===== config.mk =====
export PLATFORM = sky130hd
export DESIGN_NAME = uart_fifo_ctl
export DESIGN_NICKNAME = d
export VERILOG_FILES = /design/src/rtl/uart_fifo_pkg.sv /design/src/rtl/uart_fcr_reg.sv /design/src/rtl/uart_fifo_level.sv /design/src/rtl/uart_tx_irq_fsm.sv /design/src/rtl/uart_fifo_ctl.sv
export SDC_FILE = /design/constraint.sdc
export NUM_CORES = 1
export LEC_CHECK = 0
export BUFFER_PORTS_ARGS = -buffer_cell sky130_fd_sc_hd__buf_4
export CELL_PAD_IN_SITES_DETAIL_PLACEMENT = 0
export CELL_PAD_IN_SITES_GLOBAL_PLACEMENT = 1
export CORE_ASPECT_RATIO = 1.75
export CORE_MARGIN = 8
export CORE_UTILIZATION = 34
export CTS_CLUSTER_DIAMETER = 150
export CTS_CLUSTER_SIZE = 10
export DETAILED_ROUTE_END_ITERATION = 10
export HOLD_SLACK_MARGIN = 0.08
export PLACE_DENSITY = 0.79
export REMOVE_ABC_BUFFERS = 1
export SKIP_LAST_GASP = 1
export SLEW_MARGIN = 20
export SYNTH_ARGS = -nofsm -noshare
export SYNTH_HDL_FRONTEND = slang
export SYNTH_SLANG_ARGS = --single-unit
export TNS_END_PERCENT = 5

===== constraint.sdc =====
create_clock -name clk -period 2.1 [get_ports clk]
set_input_delay 0.21 -clock clk [delete_from_list [all_inputs] [get_ports clk]]
set_output_delay 0.21 -clock clk [all_outputs]
set_load 0.1 [all_outputs]

===== src/rtl/uart_fifo_pkg.sv =====
package uart_fifo_pkg;

    typedef enum logic [1:0] {
        TX_IDLE  = 2'd0,
        TX_ARMED = 2'd1,
        TX_PEND  = 2'd2
    } tx_state_t;

    localparam logic [4:0] SRC_RX   = 5'b00010;
    localparam logic [4:0] SRC_TX   = 5'b00001;
    localparam logic [4:0] SRC_NONE = 5'b00000;

    function automatic int trig_level(input logic [1:0] code, input int depth);
        int t;
        unique case (code)
            2'b00:   t = 1;
            2'b01:   t = depth / 4;
            2'b10:   t = depth / 2;
            default: t = depth - 2;
        endcase
        return t;
    endfunction

endpackage


===== src/rtl/uart_fcr_reg.sv =====
module uart_fcr_reg (
    input  logic       clk,
    input  logic       rst,
    input  logic       wr_en,
    input  logic [7:0] wr_data,
    output logic       fifo_on,
    output logic [1:0] rx_code,
    output logic [1:0] tx_code,
    output logic       dma_bit,
    output logic       rx_clr,
    output logic       tx_clr
);

    always_ff @(posedge clk) begin
        if (rst) begin
            fifo_on <= 1'b0;
            rx_code <= 2'b00;
            tx_code <= 2'b00;
            dma_bit <= 1'b0;
            rx_clr  <= 1'b0;
            tx_clr  <= 1'b0;
        end else begin
            rx_clr <= 1'b0;
            tx_clr <= 1'b0;
            if (wr_en) begin
                if (wr_data[0]) begin
                    fifo_on <= 1'b1;
                    rx_code <= wr_data[7:6];
                    tx_code <= wr_data[5:4];
                    dma_bit <= wr_data[3];
                    rx_clr  <= wr_data[1];
                    tx_clr  <= wr_data[2];
                end else begin
                    fifo_on <= 1'b0;
                end
            end
        end
    end

    AST_OFF_KEEPS_TRIG: assert property (@(posedge clk) disable iff (rst)
        (wr_en && !wr_data[0]) |=> (rx_code == $past(rx_code) && tx_code == $past(tx_code)
                                     && dma_bit == $past(dma_bit)));

    AST_RXCLR_NEEDS_ON: assert property (@(posedge clk) disable iff (rst)
        rx_clr |-> $past(wr_en && wr_data[0] && wr_data[1]));

    AST_TXCLR_NEEDS_ON: assert property (@(posedge clk) disable iff (rst)
        tx_clr |-> $past(wr_en && wr_data[0] && wr_data[2]));

endmodule


===== src/rtl/uart_fifo_level.sv =====
module uart_fifo_level #(
    parameter int DEPTH = 16,
    localparam int LW = $clog2(DEPTH + 1)
) (
    input  logic          clk,
    input  logic          rst,
    input  logic          clr,
    input  logic          push,
    input  logic          pop,
    output logic [LW-1:0] lvl,
    output logic          drained
);

    localparam logic [LW-1:0] FULL = LW'(DEPTH);
    localparam logic [LW-1:0] ONE  = LW'(1);

    logic pop_ok;
    logic push_ok;

    always_comb begin
        pop_ok  = pop && (lvl != '0);
        push_ok = push && ((lvl != FULL) || pop_ok);
    end

    always_ff @(posedge clk) begin
        if (rst || clr) begin
            lvl     <= '0;
            drained <= 1'b0;
        end else begin
            lvl     <= lvl + (push_ok ? ONE : '0) - (pop_ok ? ONE : '0);
            drained <= pop_ok && !push_ok && (lvl == ONE);
        end
    end

    AST_NO_OVERFLOW: assert property (@(posedge clk) disable iff (rst)
        lvl <= FULL);

    AST_STEP_ONE: assert property (@(posedge clk) disable iff (rst)
        !clr |=> (lvl == $past(lvl) || lvl == $past(lvl) + ONE || lvl + ONE == $past(lvl)));

    AST_CLR_EMPTIES: assert property (@(posedge clk) disable iff (rst)
        clr |=> (lvl == '0));

endmodule


===== src/rtl/uart_tx_irq_fsm.sv =====
module uart_tx_irq_fsm
    import uart_fifo_pkg::*;
#(
    parameter int LW = 5
) (
    input  logic          clk,
    input  logic          rst,
    input  logic          clr,
    input  logic [LW-1:0] lvl,
    input  logic [LW-1:0] trig,
    input  logic          drained,
    input  logic          rd_ack,
    output logic          irq
);

    tx_state_t state;
    tx_state_t nxt;

    always_ff @(posedge clk) begin
        if (rst) begin
            state <= TX_IDLE;
        end else begin
            state <= nxt;
        end
    end

    always_comb begin
        nxt = state;
        if (clr) begin
            nxt = TX_IDLE;
        end else begin
            unique case (state)
                TX_IDLE: begin
                    if (lvl > trig)   nxt = TX_ARMED;
                    else if (drained) nxt = TX_PEND;
                end
                TX_ARMED: begin
                    if (lvl < trig)   nxt = TX_PEND;
                end
                TX_PEND: begin
                    if (lvl > trig)   nxt = TX_ARMED;
                    else if (rd_ack)  nxt = TX_IDLE;
                end
                default: nxt = TX_IDLE;
            endcase
        end
    end

    always_comb begin
        irq = (state == TX_PEND);
    end

    AST_TX_READ_CLEARS: assert property (@(posedge clk) disable iff (rst)
        (irq && rd_ack && !clr && lvl <= trig) |=> !irq);

    AST_TX_ABOVE_QUIET: assert property (@(posedge clk) disable iff (rst)
        (lvl > trig) |=> !irq);

endmodule


===== src/rtl/uart_fifo_ctl.sv =====
module uart_fifo_ctl
    import uart_fifo_pkg::*;
#(
    parameter int DEPTH = 16,
    localparam int LW = $clog2(DEPTH + 1)
) (
    input  logic          clk,
    input  logic          rst,
    input  logic          wr_en,
    input  logic [7:0]    wr_data,
    input  logic          rd_stat,
    input  logic          rx_push,
    input  logic          rx_pop,
    input  logic          tx_push,
    input  logic          tx_pop,
    output logic [7:0]    stat_byte,
    output logic          rx_irq,
    output logic          tx_irq,
    output logic [LW-1:0] rx_lvl,
    output logic [LW-1:0] tx_lvl,
    output logic          dma_mode
);

    logic          fifo_on;
    logic [1:0]    rx_code;
    logic [1:0]    tx_code;
    logic          rx_clr;
    logic          tx_clr;
    logic          rx_drained;
    logic          tx_drained;
    logic [LW-1:0] rx_trig;
    logic [LW-1:0] tx_trig;
    logic          rd_ack;
    logic [4:0]    src;

    uart_fcr_reg u_fcr (
        .clk     (clk),
        .rst     (rst),
        .wr_en   (wr_en),
        .wr_data (wr_data),
        .fifo_on (fifo_on),
        .rx_code (rx_code),
        .tx_code (tx_code),
        .dma_bit (dma_mode),
        .rx_clr  (rx_clr),
        .tx_clr  (tx_clr)
    );

    uart_fifo_level #(.DEPTH(DEPTH)) u_rx_lvl (
        .clk     (clk),
        .rst     (rst),
        .clr     (rx_clr),
        .push    (rx_push),
        .pop     (rx_pop),
        .lvl     (rx_lvl),
        .drained (rx_drained)
    );

    uart_fifo_level #(.DEPTH(DEPTH)) u_tx_lvl (
        .clk     (clk),
        .rst     (rst),
        .clr     (tx_clr),
        .push    (tx_push),
        .pop     (tx_pop),
        .lvl     (tx_lvl),
        .drained (tx_drained)
    );

    always_comb begin
        rx_trig = LW'(trig_level(rx_code, DEPTH));
        tx_trig = LW'(trig_level(tx_code, DEPTH));
        rx_irq  = (rx_lvl >= rx_trig);
        rd_ack  = rd_stat && !rx_irq;
    end

    uart_tx_irq_fsm #(.LW(LW)) u_tx_fsm (
        .clk     (clk),
        .rst     (rst),
        .clr     (tx_clr),
        .lvl     (tx_lvl),
        .trig    (tx_trig),
        .drained (tx_drained),
        .rd_ack  (rd_ack),
        .irq     (tx_irq)
    );

    always_comb begin
        if (rx_irq)      src = SRC_RX;
        else if (tx_irq) src = SRC_TX;
        else             src = SRC_NONE;
        stat_byte = {fifo_on, fifo_on, src, !(rx_irq || tx_irq)};
    end

    AST_RX_READ_KEEPS: assert property (@(posedge clk) disable iff (rst)
        (rx_irq && rd_stat && !rx_pop && !wr_en && !rx_clr) |=> rx_irq);

    AST_RX_UNUSED_DRAIN: assert property (@(posedge clk) disable iff (rst)
        rx_drained |-> (rx_lvl == '0));

endmodule


==> insert_results.sql, run 1 <==
INSERT INTO impl_metrics (metric_group, metric, value, unit) VALUES
('sta', 'post-route-worst-setup-slack', '-221.9', 'ps'),
('worst_setup_path', 'regToRegStartpoint', 'u_tx_lvl.lvl[3]', ''),
('worst_setup_path', 'r2r_slack', '-220', 'ps'),
('floorplan', 'num_io_pins', '37', ''),
('logic_synthesis', 'asyncSetResetFlopFracSynth', '0', '%'),
('outcome', 'violations', 'setup timing', ''),
('grt', 'first_global_vias', '1305', ''),
('grt', 'congestion_overflow_gr', '0', ''),
('sta', 'post-route-period-util', '110.6', '%'),
('route', 'routed_via_density', '4.677', ''),
('floorplan', 'placementRows', '30', ''),
('worst_setup_path', 'path_buf_inv', '3', ''),
('route', 'drc', '0', ''),
('cells_and_area', 'mostFrequentLayoutCell', 'sky130_fd_sc_hd__buf_4', ''),
('cells_and_area', 'top_library_cells_by_usage_in_the_layout_fill_and_taps_aside', 'sky130_fd_sc_hd__buf_4 (57), sky130_fd_sc_hd__inv_1 (21), sky130_fd_sc_hd__dfxtp_1 (20), sky130_fd_sc_hd__ha_1 (17)', ''),
('floorplan', 'floorplan.initialDensity', '35.26', '%'),
('place', 'routabilityCongestion', '0.7961', ''),
('logic_synthesis', 'synthDistinctLibCells', '29', ''),
('worst_setup_path', 'worst-endpoint-arrival', '2460', 'ps'),
('logic_synthesis', 'ys.flop_type', 'sky130_fd_sc_hd__dfxtp_1', ''),
('worst_setup_path', 'cp_slowest_stage_delay', '330', 'ps'),
('sta', 'finalMaxSlewViolations', '0', ''),
('worst_setup_path', 'timing.rr.end', 'u_tx_lvl.lvl[4]', ''),
('route', 'routedWlPerCell', '11.86', 'um'),
('sta', 'grt_setup_unrepaired', 'true', ''),
('logic_synthesis', 'synth_seq_area_share', '31.14', '%'),
('cells_and_area', 'area_growth', '38.09', '%'),
('logic_synthesis', 'synth_top_family_by_area', 'adder cells', ''),
('outcome', 'status', 'finished with violations', ''),
('place', 'io_buffers', '33', ''),
('route', 'number_of_drc_markers_after_the_initial_detailed_route_iteration', '32', ''),
('grt', 'grt_max_degree', '13', ''),
('logic_synthesis', 'synth_enable_flop_cells', '0', ''),
('route', 'postRouteWirelength', '3.118', 'mm'),
('flow_run', 'timing.max_cap.violations', '0', ''),
('worst_setup_path', 'critical_path.endpoint_type', 'register', ''),
('clock_network', 'clkLatencyLatePin', '260', 'ps'),
('cells_and_area', 'fin_nets', '254', ''),
('clock_network', 'cts-buffers-inserted', '3', ''),
('worst_setup_path', 'worst_setup_path_startpoint', 'u_tx_lvl.lvl[3]', ''),
('clock_network', 'tritoncts_clock_tree', 'yes', ''),
('logic_synthesis', 'syn-cell-area', '1350', 'um^2'),
('min_path', 'worstHoldPathType', 'in -> reg', ''),
('route', 'drtPass1Iterations', '4', ''),
('logic_synthesis', 'synth_simple_gate_area_share', '20.02', '%'),
('clock_network', 'cts_hold_repair.buffers', '0', ''),
('worst_setup_path', 'worst-setup-path-type', 'reg -> reg', ''),
('logic_synthesis', 'ys.warnings.count', '0', ''),
('cells_and_area', 'antennaDiodeCount', '0', ''),
('sta', 'timing.final.setup_violations', '8', ''),
('clock_network', 'clk_pin_slew_worst_paths', '80', 'ps'),
('clock_network', 'clkSinkCount', '21', ''),
('clock_network', 'cts.root.buffer_cell', 'sky130_fd_sc_hd__clkbuf_8', ''),
('floorplan', 'die_y', '99.36', 'um'),
('logic_synthesis', 'synthesis.area_per_instance', '8.438', 'um^2'),
('logic_synthesis', 'synth-compound-area-share', '12.42', '%'),
('worst_setup_path', 'critPathLaunchType', 'register', ''),
('floorplan', 'core-area', '3829', 'um^2'),
('logic_synthesis', 'syn-instance-count', '160', ''),
('cells_and_area', 'nFillCells', '408', ''),
('logic_synthesis', 'synth_area_in_adders', '21.50', '%'),
('worst_setup_path', 'cp_max_fo', '2', ''),
('worst_setup_path', 'critPathSlowestCell', 'sky130_fd_sc_hd__dfxtp_2', ''),
('min_path', 'hold-path-cell-count', '2', ''),
('clock_network', 'cts-root-to-sink-buffers', '2', ''),
('floorplan', 'die_w', '63.64', 'um'),
('worst_setup_path', 'cp.required', '2240', 'ps'),
('sta', 'max_freq', '430.7', 'MHz'),
('worst_setup_path', 'timing.critical_path.to', 'u_tx_lvl.lvl[4]', ''),
('grt', 'antenna_found_initial', '0', ''),
('cells_and_area', 'final_layout_size_suffix_gt1_share', '35.35', '%');
==> synthesized netlist by cell type, types with 2 or more instances <==
cell | count | area, um^2
sky130_fd_sc_hd__o31a_1 | 2 | 17.52
sky130_fd_sc_hd__a21oi_1 | 10 | 50.05
sky130_fd_sc_hd__nand2b_1 | 3 | 18.77
sky130_fd_sc_hd__a211oi_1 | 4 | 30.03
sky130_fd_sc_hd__inv_1 | 23 | 86.33
sky130_fd_sc_hd__nor3_1 | 3 | 15.01
sky130_fd_sc_hd__fa_1 | 2 | 40.04
sky130_fd_sc_hd__or2_1 | 2 | 12.51
sky130_fd_sc_hd__buf_4 | 6 | 45.04
sky130_fd_sc_hd__buf_6 | 2 | 22.52
sky130_fd_sc_hd__xnor2_1 | 3 | 26.28
sky130_fd_sc_hd__nand2_1 | 14 | 52.55
sky130_fd_sc_hd__o21ai_0 | 2 | 10.01
sky130_fd_sc_hd__nor2b_1 | 3 | 18.77
sky130_fd_sc_hd__nand3_1 | 9 | 45.04
sky130_fd_sc_hd__a21o_1 | 2 | 15.01
sky130_fd_sc_hd__nor3b_1 | 5 | 37.54
sky130_fd_sc_hd__xor2_1 | 2 | 17.52
sky130_fd_sc_hd__nor2_1 | 13 | 48.80
sky130_fd_sc_hd__o21a_1 | 2 | 15.01
sky130_fd_sc_hd__ha_1 | 20 | 250.2
sky130_fd_sc_hd__dfxtp_1 | 21 | 420.4
==> worst min-delay path by stage <==
stage                   from  slack (ps)               end
3_3_place_gp   u_fcr.dma_bit         450     u_fcr.dma_bit
6_report                 rst         180  u_fcr.rx_code[1]
5_1_grt                  rst         180  u_fcr.tx_code[0]
2_1_floorplan            rst         280     u_fcr.dma_bit
3_5_place_dp   u_fcr.dma_bit         460     u_fcr.dma_bit
4_1_cts                  rst         170  u_fcr.tx_code[0]
==> metal layers <==
| metal | vias up | track usage, % | part of all wire (%) | routed length, um |
|---|---|---|---|---|
| met5 | - | 0 | 0 | 0 |
| li1 | 630 | - | - | - |
| met2 | 16 | 20.64 | 60 | 1881 |
| met4 | 0 | 3.109 | 0.61 | 19 |
| met3 | 2 | 2.590 | 3.9 | 122 |
| met1 | 582 | 9.643 | 35 | 1095 |
==> metrics by stage <==
stage | area [um^2] | cells | TNS, ps | worst slack [ps] | util (%)
after CTS | 1847 | 262 | -1110 | -232.6 | 48.24
final | 1864 | 263 | -893.6 | -221.9 | 48.69
after floorplan | 1290 | 154 | -30640 | -6514 | -
after detailed placement | 1763 | 257 | -694.8 | -308.1 | 46.05
after global placement | 1763 | 257 | -581.6 | -248.8 | 46.05
after global routing | 1864 | 263 | -2217 | -351.7 | 48.69
==> what timing repair did <==
| item | in CTS | in global routing |
|---|---|---|
| gates resized for setup | 12 | 3 |
| buffers inserted | 1 | 1 |
| setup endpoints to repair | 8 | 12 |
| pin swaps | 3 | 1 |
==> state kept, by name, indices dropped and copies added, names as in the netlist <==
| register | cells |
|---|---|
| u_fcr.dma_bit | 1 |
| u_fcr.rx_code | 2 |
| u_fcr.tx_clr | 1 |
| u_tx_fsm.state | 2 |
| u_fcr.rx_clr | 1 |
| u_fcr.fifo_on | 1 |
| u_rx_lvl.lvl | 5 |
| u_tx_lvl.drained | 1 |
| u_tx_lvl.lvl | 5 |
| u_fcr.tx_code | 2 |
==> kinds of logic (layout without fill, tap and decap cells) <==
logic type / after synthesis / count (layout)
flops: 21 / 21
compound gates: 26 / 26
fa+ha+maj: 22 / 22
buf+inv: 31 / 84
other cells: 1 / 3
xor+xnor: 5 / 5
simple gates: 54 / 54
==> cell type report <==
class                      instances  area, um^2  area share [%]
timing repair buffer              57       427.9           22.95
tap                               48       60.06           3.221
clock inverter                     1       5.005          0.2685
inverter                          23       86.33           4.631
multi-input combinational        110       822.0           44.09
clock buffer                       3       41.29           2.215
sequential                        21       421.7           22.62
Power of run 1 is not shown: default switching activity piles up to over one toggle a cycle in this logic, so the estimate is an artifact.
==> inputs of run 2 (changes only) <==
Settings changed: CORE_UTILIZATION 34 to 35, CTS_BUF_LIST set to sky130_fd_sc_hd__clkbuf_8, PLACE_DENSITY 0.79 to 0.81, SETUP_SLACK_MARGIN set to 0.3.
==> run 2 against run 1 <==
  * The run still ends with setup timing left
  * Core utilization up 0.12 points
  * Routed wire length up 2.7%
  * Global-route usage rose by 0.42 points
  * Design area fell by 0.74%
  * Die area is 2.3% lower
  * Critical path depth stayed put
  * Cell count shrank 0.38%
  * Via count barely moved
  * Hold slack got worse by 1.7 ps
  * Worst setup slack gained 9.1 ps
  * First-iteration DRC count shrank 38%
  * Sequential share of layout area is 0.24 points higher
==> insert_results.sql, run 2 (same netlist as run 1, synthesis figures left out) <==
INSERT INTO impl_metrics (metric_group, metric, value, unit) VALUES
('clock_network', 'cts-buffers-inserted', '3', ''),
('cells_and_area', 'mostFrequentLayoutCell', 'sky130_fd_sc_hd__buf_4', ''),
('sta', 'grt_setup_unrepaired', 'true', ''),
('place', 'hpwl_after_dpl', '2.699', 'mm'),
('sta', 'timing.final.hold_violations', '0', ''),
('place', 'dp_cells', '257', ''),
('clock_network', 'clkSinkCount', '21', ''),
('place', 'io_buffers', '33', ''),
('floorplan', 'die_y', '98.16', 'um'),
('clock_network', 'cts.root.buffer_cell', 'sky130_fd_sc_hd__clkbuf_8', ''),
('worst_setup_path', 'worst-setup-path-type', 'reg -> reg', ''),
('route', 'drtPass1Iterations', '4', ''),
('grt', 'grt_first_pass_wirelength', '5.375', 'mm'),
('clock_network', 'cts.htree.levels', '1', ''),
('cells_and_area', 'layout.cells.non_filler', '262', ''),
('route', 'routedWlPerCell', '12.22', 'um'),
('worst_setup_path', 'cp_top_family', 'adder cells', ''),
('outcome', 'status', 'finished with violations', ''),
('worst_setup_path', 'worst-endpoint-arrival', '2460', 'ps'),
('sta', 'post-route-worst-setup-slack', '-212.8', 'ps'),
('grt', 'congestion_overflow_gr', '0', ''),
('floorplan', 'die_w', '62.95', 'um'),
('sta', 'clock_skew', '8.221', 'ps'),
('clock_network', 'tritoncts_clock_tree', 'yes', ''),
('grt', 'first_global_vias', '1289', ''),
('floorplan', 'floorplan.initialDensity', '35.61', '%'),
('worst_setup_path', 'cp.required', '2240', 'ps'),
('min_path', 'hp-start', 'rst', ''),
('cells_and_area', 'biggestRegsByFlops', 'u_rx_lvl.lvl (5), u_tx_lvl.lvl (5)', ''),
('clock_network', 'cts-root-to-sink-buffers', '2', ''),
('floorplan', 'core-area', '3791', 'um^2'),
('sta', 'post-route-period-util', '110.1', '%'),
('flow_run', 'timing.max_cap.violations', '0', ''),
('floorplan', 'die_footprint', '6179', 'um^2'),
('sta', 'max_freq', '432.4', 'MHz'),
('route', 'postRouteWirelength', '3.202', 'mm'),
('route', 'number_of_drc_markers_after_the_initial_detailed_route_iteration', '20', ''),
('floorplan', 'placementRows', '30', ''),
('place', 'routabilityCongestion', '0.7779', ''),
('sta', 'timing.final.setup_violations', '8', ''),
('worst_setup_path', 'critical_path.endpoint_type', 'register', ''),
('route', 'num_vias', '1229', ''),
('grt', 'antenna_found_initial', '0', ''),
('cells_and_area', 'top_library_cells_by_usage_in_the_layout_fill_and_taps_aside', 'sky130_fd_sc_hd__buf_4 (56), sky130_fd_sc_hd__inv_1 (22), sky130_fd_sc_hd__ha_1 (19), sky130_fd_sc_hd__dfxtp_1 (19), sky130_fd_sc_hd__nand2_1 (14)', ''),
('sta', 'timing.final.crit_period', '2313', 'ps'),
('route', 'drc', '0', ''),
('worst_setup_path', 'path_buf_inv', '3', ''),
('cells_and_area', 'final_layout_size_suffix_gt1_share', '33.64', '%'),
('worst_setup_path', 'critPathSlowestCell', 'sky130_fd_sc_hd__fa_2', ''),
('clock_network', 'clkLatencyLatePin', '260', 'ps'),
('sta', 'finalMaxSlewViolations', '0', ''),
('outcome', 'violations', 'setup timing', ''),
('floorplan', 'num_io_pins', '37', ''),
('worst_setup_path', 'regToRegStartpoint', 'u_tx_lvl.lvl[3]', ''),
('worst_setup_path', 'worst_setup_path_startpoint', 'u_tx_lvl.lvl[3]', ''),
('clock_network', 'clk_pin_slew_worst_paths', '80', 'ps'),
('worst_setup_path', 'critical_path.cell_chain', 'inv_1, ha_1, nand2_1, o31a_1, ha_1, inv_1, ha_1, inv_1, fa_2, nand2b_4, a21oi_2, o21ai_0, nor3b_1', ''),
('grt', 'grt_util_all_layers', '10.72', '%'),
('grt', 'grt_max_degree', '13', ''),
('cells_and_area', 'area_growth', '37.07', '%'),
('cells_and_area', 'antennaDiodeCount', '0', ''),
('worst_setup_path', 'cp_slowest_stage_delay', '340', 'ps'),
('route', 'postRouteAntennaNets', '0', ''),
('route', 'routed_via_density', '4.691', ''),
('worst_setup_path', 'cp_max_fo', '2', ''),
('cells_and_area', 'fin_nets', '253', ''),
('worst_setup_path', 'critPathLaunchType', 'register', ''),
('min_path', 'worstHoldPathType', 'in -> reg', '');
==> run 2: metal layers <==
layer  vias up  GRT usage [%]  wire [um]
li1        629              -          -
met4         0          4.240         46
met2        25          21.09       1815
met5         -              0          0
met1       570          9.953       1211
met3         5          2.638        128
==> run 2: final cells by class <==
class	count	area (um^2)
Timing Repair Buffer	56	420.4
Inverter	23	86.33
Fill cell	400	1941
Multi-Input combinational cell	110	814.5
Clock buffer	3	41.29
Tap cell	48	60.06
Sequential cell	21	422.9
Clock inverter	1	5.005
==> run 2: stage by stage <==
| step | util, % | cell area, um^2 | setup TNS [ps] | setup slack [ps] | hold slack (ps) |
|---|---|---|---|---|---|
| global placement | 46.50 | 1763 | -527.5 | -241.1 | 458.0 |
| detailed placement | 46.50 | 1763 | -741.5 | -332.1 | 456.1 |
| floorplan | - | 1290 | -30640 | -6514 | 279.1 |
| finish | 48.81 | 1851 | -848.7 | -212.8 | 178.0 |
| global route | 48.81 | 1851 | -1971 | -359.2 | 185.1 |
| CTS | 48.58 | 1842 | -983.3 | -238.6 | 175.9 |
==> run 2: worst paths after layout <==
path | depth (start not counted) | slack, ps | to
max | 13 | -210 | u_tx_lvl.lvl[4]
min | 2 | 180 | u_fcr.tx_code[1]
max reg2reg | 13 | -210 | u_tx_lvl.lvl[4]
min reg2reg | 2 | 470 | u_fcr.rx_code[0]
==> run 2: what timing repair did <==
action	in CTS	in global routing
hold buffers	0	0
setup endpoints to repair	12	12
setup buffers	1	0
gates resized for setup	8	4
pin swaps	4	2
Power of run 2 is left out for the same reason.
==> inputs of run 3 (changes only) <==
Settings changed: PLACE_DENSITY 0.81 to 0.88.
==> run 3 against run 2 <==
  * Clock skew is 1.9 ps lower
  * Largest cell class unchanged
  * The run still ends with setup timing left
  * Non-clock buffer count up 1
  * Highest routed layer unchanged
  * Global-route usage down 0.30 points
  * Critical path type unchanged
  * Sequential cell count unchanged
  * Via count shrank 1.2%
==> insert_results.sql, run 3 (same netlist as run 1, synthesis figures left out) <==
INSERT INTO impl_metrics (metric_group, metric, value, unit) VALUES
('outcome', 'status', 'finished with violations', ''),
('worst_setup_path', 'critPathLaunchType', 'register', ''),
('grt', 'grt_max_degree', '14', ''),
('sta', 'finalMaxSlewViolations', '0', ''),
('place', 'hpwl_after_dpl', '2.644', 'mm'),
('worst_setup_path', 'critPathSlowestCell', 'sky130_fd_sc_hd__fa_2', ''),
('floorplan', 'die_footprint', '6179', 'um^2'),
('route', 'num_vias', '1214', ''),
('worst_setup_path', 'regToRegStartpoint', 'u_tx_lvl.lvl[3]', ''),
('worst_setup_path', 'cp.required', '2250', 'ps'),
('worst_setup_path', 'timing.rr.end', 'u_tx_lvl.lvl[4]', ''),
('outcome', 'violations', 'setup timing', ''),
('floorplan', 'num_io_pins', '37', ''),
('sta', 'holdWs', '167.2', 'ps'),
('worst_setup_path', 'cp_max_fo', '2', ''),
('grt', 'antenna_found_initial', '0', ''),
('clock_network', 'cts.htree.levels', '1', ''),
('worst_setup_path', 'r2r_slack', '-350', 'ps'),
('route', 'postRouteAntennaNets', '0', ''),
('cells_and_area', 'final_layout_size_suffix_gt1_share', '34.88', '%'),
('worst_setup_path', 'worst-endpoint-arrival', '2600', 'ps'),
('route', 'drc', '0', ''),
('cells_and_area', 'antennaDiodeCount', '0', ''),
('sta', 'clock_skew', '6.353', 'ps'),
('clock_network', 'cts_hold_repair.buffers', '0', ''),
('worst_setup_path', 'cp_slowest_stage_delay', '400', 'ps'),
('min_path', 'hp-start', 'rst', ''),
('worst_setup_path', 'path_common_cell', 'sky130_fd_sc_hd__inv_2', ''),
('floorplan', 'floorplan.initialDensity', '35.61', '%'),
('grt', 'congestion_overflow_gr', '0', ''),
('floorplan', 'placementRows', '30', ''),
('floorplan', 'die_y', '98.16', 'um'),
('route', 'number_of_drc_markers_after_the_initial_detailed_route_iteration', '24', ''),
('place', 'io_buffers', '33', ''),
('worst_setup_path', 'critical_path.cell_chain', 'inv_2, ha_4, nand2_2, o31a_1, ha_1, inv_1, ha_2, inv_2, fa_2, nand2b_4, a21oi_4, o21ai_1, nor3b_2', ''),
('sta', 'post-route-period-util', '116.5', '%'),
('sta', 'max_freq', '408.8', 'MHz'),
('worst_setup_path', 'cp_top_family', 'adder cells', ''),
('place', 'dp_cells', '257', ''),
('cells_and_area', 'biggestRegsByFlops', 'u_rx_lvl.lvl (5), u_tx_lvl.lvl (5)', ''),
('clock_network', 'cts-buffers-inserted', '3', ''),
('route', 'routed_via_density', '4.616', ''),
('sta', 'timing.final.hold_violations', '0', ''),
('clock_network', 'tritoncts_clock_tree', 'yes', ''),
('clock_network', 'cts-root-to-sink-buffers', '2', ''),
('grt', 'grt_util_all_layers', '10.42', '%'),
('place', 'routabilityCongestion', '0.8307', ''),
('cells_and_area', 'top_library_cells_by_usage_in_the_layout_fill_and_taps_aside', 'sky130_fd_sc_hd__buf_4 (57), sky130_fd_sc_hd__inv_1 (20), sky130_fd_sc_hd__dfxtp_1 (19), sky130_fd_sc_hd__ha_1 (18)', ''),
('worst_setup_path', 'path_buf_inv', '3', ''),
('route', 'routedWlPerCell', '12.33', 'um'),
('cells_and_area', 'finalCoreUtilization', '49.54', '%'),
('clock_network', 'clkSinkCount', '21', ''),
('grt', 'grt_first_pass_wirelength', '5.230', 'mm'),
('route', 'drtPass1Iterations', '3', ''),
('sta', 'timing.final.setup_violations', '9', ''),
('min_path', 'worstHoldPathType', 'in -> reg', ''),
('cells_and_area', 'area_growth', '39.11', '%'),
('clock_network', 'clk_pin_slew_worst_paths', '80', 'ps'),
('sta', 'post-route-worst-setup-slack', '-346.1', 'ps'),
('cells_and_area', 'fin_nets', '254', ''),
('place', 'place_ws', '-344.5', 'ps'),
('floorplan', 'core-area', '3791', 'um^2'),
('worst_setup_path', 'worst_r2r_path_depth', '13', ''),
('grt', 'first_global_vias', '1248', ''),
('cells_and_area', 'mostFrequentLayoutCell', 'sky130_fd_sc_hd__buf_4', ''),
('min_path', 'hold-path-cell-count', '2', ''),
('worst_setup_path', 'critical_path.endpoint_type', 'register', ''),
('floorplan', 'die_w', '62.95', 'um'),
('worst_setup_path', 'worst-setup-path-type', 'reg -> reg', ''),
('flow_run', 'timing.max_cap.violations', '0', ''),
('cells_and_area', 'layout.cells.non_filler', '263', ''),
('clock_network', 'cts.root.buffer_cell', 'sky130_fd_sc_hd__clkbuf_8', ''),
('clock_network', 'clkLatencyLatePin', '270', 'ps'),
('min_path', 'worstHoldEndpoint', 'u_fcr.fifo_on', ''),
('sta', 'timing.final.crit_period', '2446', 'ps'),
('route', 'postRouteWirelength', '3.242', 'mm'),
('sta', 'grt_setup_unrepaired', 'true', '');
run 3: cell types whose count changed in the layout (fill, tap and decap cells not counted), sizes merged:
cell,before,now
buf,56,57
clkinv,1,0
clkinvlp,0,1
run 3: worst max path at each step:
stage	startpoint	endpoint	slack (ps)	cells past startpoint
floorplan	u_rx_lvl.lvl[0]	stat_byte[1]	-6510	6
global placement	u_tx_lvl.lvl[2]	u_tx_lvl.lvl[4]	-240	13
detailed placement	u_tx_lvl.lvl[2]	u_tx_lvl.lvl[4]	-340	13
CTS	u_tx_lvl.lvl[3]	u_tx_lvl.lvl[4]	-270	13
global route	u_tx_lvl.lvl[3]	u_tx_lvl.lvl[4]	-450	13
finish	u_tx_lvl.lvl[3]	u_tx_lvl.lvl[4]	-350	13
run 3: layout make-up:
type / count / area (um^2)
Tap cell: 48 / 60.06
Clock buffer: 3 / 41.29
Timing Repair Buffer: 57 / 427.9
Fill cell: 390 / 1913
Clock inverter: 1 / 7.507
Inverter: 23 / 86.33
Sequential cell: 21 / 422.9
Multi-Input combinational cell: 110 / 832.0
run 3: worst register-to-register path, stage by stage, from the launching register on:
cell and delay (ps):
sky130_fd_sc_hd__dfxtp_2 330, sky130_fd_sc_hd__inv_2 70, sky130_fd_sc_hd__ha_4 130, sky130_fd_sc_hd__nand2_2 60, sky130_fd_sc_hd__o31a_1 240, sky130_fd_sc_hd__ha_1 270, sky130_fd_sc_hd__inv_1 60, sky130_fd_sc_hd__ha_2 180
sky130_fd_sc_hd__inv_2 50, sky130_fd_sc_hd__fa_2 400, sky130_fd_sc_hd__nand2b_4 160, sky130_fd_sc_hd__a21oi_4 160, sky130_fd_sc_hd__o21ai_1 70, sky130_fd_sc_hd__nor3b_2 160
run 3: metal layers:
metal	global-route usage (%)	up-vias	part of all wire [%]
met5	0	-	0
met2	21.09	28	57
met1	8.763	547	36
met3	2.408	7	4.3
met4	5.477	0	2.3
li1	-	632	-
run 3: per-stage QoR:
step / cell area, um^2 / TNS [ps]
2_1_floorplan: 1290 / -30640
3_3_place_gp: 1763 / -565.8
3_5_place_dp: 1763 / -761.0
4_1_cts: 1831 / -1283
5_1_grt: 1878 / -2590
6_report: 1878 / -1238
run 3: what timing repair did:
item,CTS,global route
setup buffers,0,2
setup endpoints to repair,12,12
pin swaps,2,4
gates resized for setup,6,11
Power of run 3 is left out for the same reason.
